==> src/rtl/pwmt_pkg.sv <==
package pwmt_pkg;
  localparam int ADDR_W = 3;
  localparam int BYTE_W = 8;
  localparam int PSC_W  = 3;

  typedef enum logic [ADDR_W-1:0] {
    A_CTRL   = 3'd0,
    A_MOD_HI = 3'd1,
    A_MOD_LO = 3'd2,
    A_CMP_HI = 3'd3,
    A_CMP_LO = 3'd4,
    A_MODE   = 3'd5
  } addr_e;

  typedef struct packed {
    logic [1:0]       clk_sel;
    logic [PSC_W-1:0] psc;
  } ctrl_t;
endpackage

==> src/rtl/pwmt_ctrl_regs.sv <==
module pwmt_ctrl_regs
  import pwmt_pkg::*;
(
  input  logic              clk,
  input  logic              rst_n,
  input  logic              wr_en,
  input  logic [ADDR_W-1:0] wr_addr,
  input  logic [BYTE_W-1:0] wr_data,
  output ctrl_t             ctrl_o,
  output logic              oc_mode_o
);
  localparam int CTRL_W = $bits(ctrl_t);

  ctrl_t ctrl_q, ctrl_d;
  logic  mode_q, mode_d;
  logic  unused_hi_bits;

  assign unused_hi_bits = ^wr_data[BYTE_W-1:CTRL_W];

  always_comb begin
    ctrl_d = ctrl_q;
    mode_d = mode_q;
    if (wr_en && wr_addr == A_CTRL) ctrl_d = ctrl_t'(wr_data[CTRL_W-1:0]);
    if (wr_en && wr_addr == A_MODE) mode_d = wr_data[0];
  end

  always_ff @(posedge clk or negedge rst_n) begin
    if (!rst_n) begin
      ctrl_q <= '0;
      mode_q <= 1'b0;
    end else begin
      ctrl_q <= ctrl_d;
      mode_q <= mode_d;
    end
  end

  assign ctrl_o    = ctrl_q;
  assign oc_mode_o = mode_q;
endmodule

==> src/rtl/pwmt_wbuf.sv <==
module pwmt_wbuf #(
  parameter int DATA_W = 16
) (
  input  logic              clk,
  input  logic              rst_n,
  input  logic              wr_hi,
  input  logic              wr_lo,
  input  logic [DATA_W/2-1:0] wr_byte,
  input  logic              load_en,
  output logic [DATA_W-1:0] act_o,
  output logic              full_o
);
  localparam int HALF = DATA_W / 2;

  logic [HALF-1:0]   hi_q, hi_d, lo_q, lo_d;
  logic              fhi_q, fhi_d, flo_q, flo_d;
  logic [DATA_W-1:0] act_q, act_d;
  logic              commit;

  assign commit = load_en && fhi_q && flo_q;

  always_comb begin
    hi_d  = wr_hi ? wr_byte : hi_q;
    lo_d  = wr_lo ? wr_byte : lo_q;
    act_d = act_q;
    fhi_d = fhi_q | wr_hi;
    flo_d = flo_q | wr_lo;
    if (commit) begin
      act_d = {hi_q, lo_q};
      fhi_d = wr_hi;
      flo_d = wr_lo;
    end
  end

  always_ff @(posedge clk or negedge rst_n) begin
    if (!rst_n) begin
      hi_q  <= '0;
      lo_q  <= '0;
      fhi_q <= 1'b0;
      flo_q <= 1'b0;
      act_q <= '0;
    end else begin
      hi_q  <= hi_d;
      lo_q  <= lo_d;
      fhi_q <= fhi_d;
      flo_q <= flo_d;
      act_q <= act_d;
    end
  end

  assign act_o  = act_q;
  assign full_o = fhi_q && flo_q;
endmodule

==> src/rtl/pwmt_prescaler.sv <==
module pwmt_prescaler #(
  parameter int PSC_W = 3
) (
  input  logic             clk,
  input  logic             rst_n,
  input  logic             en,
  input  logic [PSC_W-1:0] psc,
  output logic             tick_o
);
  localparam int DIV_W = (1 << PSC_W) - 1;

  logic [DIV_W-1:0] div_q, div_d, term;

  assign term   = (DIV_W'(1) << psc) - DIV_W'(1);
  assign tick_o = en && (div_q >= term);

  always_comb begin
    div_d = div_q;
    if (en) div_d = tick_o ? '0 : div_q + DIV_W'(1);
  end

  always_ff @(posedge clk or negedge rst_n) begin
    if (!rst_n) div_q <= '0;
    else        div_q <= div_d;
  end
endmodule

==> src/rtl/pwmt_counter.sv <==
module pwmt_counter #(
  parameter int CNT_W = 16
) (
  input  logic             clk,
  input  logic             rst_n,
  input  logic             tick,
  input  logic [CNT_W-1:0] mod_act,
  output logic [CNT_W-1:0] cnt_o,
  output logic [CNT_W-1:0] cnt_nxt_o,
  output logic [CNT_W-1:0] mod_eff_o,
  output logic             ovf_o,
  output logic             top_step_o
);
  logic [CNT_W-1:0] cnt_q, cnt_d, mod_eff;

  assign mod_eff    = (mod_act == '0) ? '1 : mod_act;
  assign ovf_o      = tick && (cnt_q == mod_eff);
  assign top_step_o = tick && (cnt_q == mod_eff - CNT_W'(1));

  always_comb begin
    cnt_d = cnt_q;
    if (tick) cnt_d = ovf_o ? '0 : cnt_q + CNT_W'(1);
  end

  always_ff @(posedge clk or negedge rst_n) begin
    if (!rst_n) cnt_q <= '0;
    else        cnt_q <= cnt_d;
  end

  assign cnt_o     = cnt_q;
  assign cnt_nxt_o = cnt_d;
  assign mod_eff_o = mod_eff;
endmodule

==> src/rtl/pwm_buffered_timer.sv <==
module pwm_buffered_timer
  import pwmt_pkg::*;
#(
  parameter int CNT_W = 16
) (
  input  logic              clk,
  input  logic              rst_n,
  input  logic              wr_en,
  input  logic [ADDR_W-1:0] wr_addr,
  input  logic [BYTE_W-1:0] wr_data,
  output logic [CNT_W-1:0]  cnt_o,
  output logic [CNT_W-1:0]  mod_act_o,
  output logic [CNT_W-1:0]  cmp_act_o,
  output logic              ovf_o,
  output logic              pwm_o
);
  ctrl_t            ctrl;
  logic             oc_mode, clk_on, tick, top_step;
  logic             load_mod, load_cmp, mod_full, cmp_full;
  logic [CNT_W-1:0] cnt_nxt, mod_eff;
  logic             run_q, run_d, oc_q, oc_d;

  pwmt_ctrl_regs u_regs (
    .clk(clk), .rst_n(rst_n), .wr_en(wr_en), .wr_addr(wr_addr),
    .wr_data(wr_data), .ctrl_o(ctrl), .oc_mode_o(oc_mode)
  );

  assign clk_on   = |ctrl.clk_sel;
  assign load_mod = clk_on ? top_step : 1'b1;
  assign load_cmp = !clk_on ? 1'b1 : (oc_mode ? tick : top_step);

  pwmt_wbuf #(.DATA_W(CNT_W)) u_mod_buf (
    .clk(clk), .rst_n(rst_n),
    .wr_hi(wr_en && wr_addr == A_MOD_HI),
    .wr_lo(wr_en && wr_addr == A_MOD_LO),
    .wr_byte(wr_data), .load_en(load_mod),
    .act_o(mod_act_o), .full_o(mod_full)
  );

  pwmt_wbuf #(.DATA_W(CNT_W)) u_cmp_buf (
    .clk(clk), .rst_n(rst_n),
    .wr_hi(wr_en && wr_addr == A_CMP_HI),
    .wr_lo(wr_en && wr_addr == A_CMP_LO),
    .wr_byte(wr_data), .load_en(load_cmp),
    .act_o(cmp_act_o), .full_o(cmp_full)
  );

  pwmt_prescaler #(.PSC_W(PSC_W)) u_psc (
    .clk(clk), .rst_n(rst_n), .en(clk_on), .psc(ctrl.psc), .tick_o(tick)
  );

  pwmt_counter #(.CNT_W(CNT_W)) u_cnt (
    .clk(clk), .rst_n(rst_n), .tick(tick), .mod_act(mod_act_o),
    .cnt_o(cnt_o), .cnt_nxt_o(cnt_nxt), .mod_eff_o(mod_eff),
    .ovf_o(ovf_o), .top_step_o(top_step)
  );

  always_comb begin
    run_d = run_q;
    if (!clk_on)    run_d = 1'b0;
    else if (ovf_o) run_d = 1'b1;
    oc_d = oc_q;
    if (tick && cnt_nxt == cmp_act_o) oc_d = ~oc_q;
  end

  always_ff @(posedge clk or negedge rst_n) begin
    if (!rst_n) begin
      run_q <= 1'b0;
      oc_q  <= 1'b0;
    end else begin
      run_q <= run_d;
      oc_q  <= oc_d;
    end
  end

  assign pwm_o = oc_mode ? oc_q : (run_q && (cnt_o < cmp_act_o));
endmodule

==> config.mk <==
export PLATFORM = sky130hd
export DESIGN_NAME = pwm_buffered_timer
export DESIGN_NICKNAME = d
export VERILOG_FILES = /design/src/rtl/pwmt_pkg.sv /design/src/rtl/pwmt_ctrl_regs.sv /design/src/rtl/pwmt_wbuf.sv /design/src/rtl/pwmt_prescaler.sv /design/src/rtl/pwmt_counter.sv /design/src/rtl/pwm_buffered_timer.sv
export SDC_FILE = /design/constraint.sdc
export NUM_CORES = 1
export LEC_CHECK = 0
export BUFFER_PORTS_ARGS = -buffer_cell sky130_fd_sc_hd__buf_4
export CORE_MARGIN = 2
export CORE_UTILIZATION = 50
export CTS_BUF_LIST = sky130_fd_sc_hd__clkbuf_8 sky130_fd_sc_hd__clkbuf_16
export DETAILED_ROUTE_END_ITERATION = 7
export GPL_TIMING_DRIVEN = 0
export PLACE_DENSITY = 0.72
export SKIP_CTS_REPAIR_TIMING = 1
export SYNTH_ARGS = -nofsm -noshare
export SYNTH_HDL_FRONTEND = slang
export SYNTH_HIERARCHICAL = 1
export SYNTH_SLANG_ARGS = --single-unit
==> constraint.sdc <==
create_clock -name clk -period 3.9 [get_ports clk]
set_input_delay 0 -clock clk [delete_from_list [all_inputs] [get_ports clk]]
set_output_delay 0 -clock clk [all_outputs]
set_load 0.02 [all_outputs]
==> run_results.csv <==
group,metric,value,unit
setup_path,cpMaxStageDelayCell,"or4_4",
routing,dr.pass1.iters,5,
cts,clockBufferDepth,2,
grt,grt_max_degree,100,
setup_path,cp-start-kind,"register",
cts,cts-root-buf,"clkbuf_16",
floorplanning,coreArea,0.0119,mm²
sta,max_freq,245,MHz
routing,final_antenna_net_count,0,
power_and_ir_drop,seq_power_share,33.0,%
place,place_congestion,0.891,
power_and_ir_drop,total_power,5410,µW
layout,final_common_cell,"buf_4",
sta,finalCritPeriodShare,105,%
place,dp_hpwl,11600,µm
cts,tritoncts,"yes",
sta,finalSetupTns,-5.07,ns
setup_path,path_buf_inv,2,
layout,final_cell_mix,"91 x buf_4, 85 x dfrtp_1, 49 x mux2_2, 43 x nand2_1, 37 x nor2_1",
floorplanning,ioPinCount,64,
sta,layout_setup_ws,-0.183,ns
routing,vias,4872,
grt,grt_overflow_total,0,
setup_path,endpoint_kind,"register",
cts,insertion_delay,0.36,ns
setup_path,path_cells,"buf_6 -> or4_4 -> nor3_4 -> a21oi_2 -> ha_2 -> nor3b_4 -> xnor2_1 -> nand2_1 -> o32a_1 -> a32o_2 -> nor4_4 -> nand2b_4 -> nand3_4 -> buf_12 -> mux2_4",
sta,grt_setup_unrepaired,"yes",
power_and_ir_drop,p_int,3160,µW
cts,clk_pin_slew,0.07,ns
routing,wl_per_cell,19.0,µm
setup_path,slowest_delay,0.55,ns
power_and_ir_drop,power_switching,2250,µW
synth,syn_avg_cell_area,10.6,µm²
hold_path,hp-class,"input pin to register",
sta,post-route-min-period,4.08,ns
floorplanning,start_util,50.8,%
setup_path,path_max_fanout,10,
layout,seq_area,0.00249,mm²
setup_path,crit_family,"simple AND/OR/NAND/NOR gates",
run_status,violations,"negative setup slack",
run_status,status,"finished, violations left",
layout,fin_area,0.00763,mm²
grt,grt_usage,24.4,%
synth,yosys_warnings,6,
routing,drc,0,
routing,viasPerCell,5.81,
floorplanning,die_area,0.0130,mm²
setup_path,worst_ep_arrival_time,4.32,ns
routing,routed_wl,15900,µm
place,port_buffers,63,
cts,htreeDepth,3,
floorplanning,num_rows,40,
synth,syn-cell-area,0.00605,mm²
power_and_ir_drop,p_sw_share,41.5,%
layout,diodes,0,
sta,slew_headroom,66.8,%
sta,report.final.slew_viol_count,0,
layout,multiInputGateArea,0.00348,mm²
grt,antenna_found_initial,0,
flow_run,max_cap_viol_count,0,
grt,grt_pass1_wl,24600,µm
power_and_ir_drop,irDropWorstVdd,357,µV
layout,area_growth,26.1,%
cts,cts_buffers,9,
sta,hold_viol,0,
layout,drive_gt1_share,38.3,%
setup_path,reg2regPathDepth,15,
layout,final_nets,726,
power_and_ir_drop,power.density,709,mW/mm²
sta,finalSetupViolCount,32,
grt,grt_pass1_vias,4605,
sta,finClkSkew,0.0110,ns
hold_path,min_to,"u_regs/ctrl_o[4]$_DFFE_PN0P_",
hold_path,min_from,"wr_addr[2]",
power_and_ir_drop,power_leakage,0.00350,µW
sta,worst_pin_slew,0.495,ns
setup_path,reg2reg_to,"u_mod_buf/act_o[9]$_DFFE_PN0P_",
setup_path,worstPathRequired,4.14,ns
layout,stdcell_count,839,
setup_path,worstReg2RegStart,"u_mod_buf/act_o[3]$_DFFE_PN0P_",
cts,cts.sinks,99,
power_and_ir_drop,clkPwrFrac,16.2,%
power_and_ir_drop,combPwrFrac,50.8,%
place,placed_cells,781,
layout,fillers,929,
synth,syn_inst,571,
floorplanning,die_height,114,µm
place,placed_area,0.00676,mm²
routing,drt_iter0_markers,375,
floorplanning,die_width,114,µm
synth,synthesis.nets,610,
hold_path,worstHoldPathCells,3,
setup_path,timing.reg2reg.setup_slack,-0.18,ns
place,dp_slack,-0.866,ns
setup_path,critPathKind,"register to register",
==> sequential cells by signal, indices dropped and copies added (netlist names) <==
signal	cells
oc_q	1
run_q	1
u_cmp_buf/act_o	16
u_cmp_buf/fhi_q	1
u_cmp_buf/flo_q	1
u_cmp_buf/hi_q	8
u_cmp_buf/lo_q	8
u_cnt/cnt_o	16
u_mod_buf/act_o	16
u_mod_buf/fhi_q	1
u_mod_buf/flo_q	1
u_mod_buf/hi_q	8
u_mod_buf/lo_q	8
u_psc/div_q	7
u_regs/ctrl_o	5
u_regs/oc_mode_o	1
==> layer usage <==
metal / up-vias / part of all wire [%] / wire length (µm) / global-route usage (%)
met3: 30 / 4.9 / 785 / 3.88
met2: 148 / 49 / 7870 / 40.6
met5: - / 0 / 0 / 0
met4: 0 / 2.1 / 333 / 8.37
met1: 2437 / 44 / 6940 / 32.7
li1: 2257 / - / - / -
==> power groups by stage <==
stage	clock, µW	sequential, µW	combinational [µW]
6_report	878	1780	2750
4_1_cts	893	1790	2380
2_1_floorplan	0	1850	1540
3_3_place_gp	0	1800	2310
5_1_grt	941	1830	2960
3_5_place_dp	0	1810	2370
==> worst min-delay path: cells and delay by family <==
kind / cells / cell delay [ns]
muxes: 1 / 0.21
buffers and inverters: 1 / 0.11
and+or+nand+nor: 1 / 0.06
==> final cells by class <==
type                    instances  share of cell area (%)
repair buffers                106                    11.5
inverters                      26                    1.28
clock inverters                 7                   0.853
clock buffers                   9                    2.95
multi-input cells             416                    45.6
plain buffers                  29                    2.72
well taps                     147                    2.41
flip-flops and latches         99                    32.7
==> metrics by stage <==
stage | utilization, % | hold slack (ns)
final | 64.0 | 0.0637
after global routing | 64.0 | 0.0721
after CTS | 59.2 | -0.0854
after detailed placement | 56.8 | 0.286
after global placement | 56.8 | 0.283
after floorplan | - | -0.296
==> worst max-delay path by stage <==
| stage | start | endpoint | slack, ns | cells past startpoint |
|---|---|---|---|---|
| 4_1_cts | u_mod_buf/act_o[6]$_DFFE_PN0P_ | u_cmp_buf/act_o[9]$_DFFE_PN0P_ | -0.92 | 15 |
| 3_5_place_dp | u_mod_buf/act_o[6]$_DFFE_PN0P_ | u_cmp_buf/act_o[9]$_DFFE_PN0P_ | -0.87 | 15 |
| 5_1_grt | u_mod_buf/act_o[3]$_DFFE_PN0P_ | u_mod_buf/act_o[7]$_DFFE_PN0P_ | -0.29 | 16 |
| 2_1_floorplan | u_mod_buf/act_o[2]$_DFFE_PN0P_ | u_cmp_buf/act_o[10]$_DFFE_PN0P_ | 0.001 | 17 |
| 3_3_place_gp | u_mod_buf/act_o[3]$_DFFE_PN0P_ | u_cmp_buf/act_o[9]$_DFFE_PN0P_ | -0.92 | 16 |
| 6_report | u_mod_buf/act_o[3]$_DFFE_PN0P_ | u_mod_buf/act_o[9]$_DFFE_PN0P_ | -0.18 | 15 |
Power figures use the tool's default switching activity.
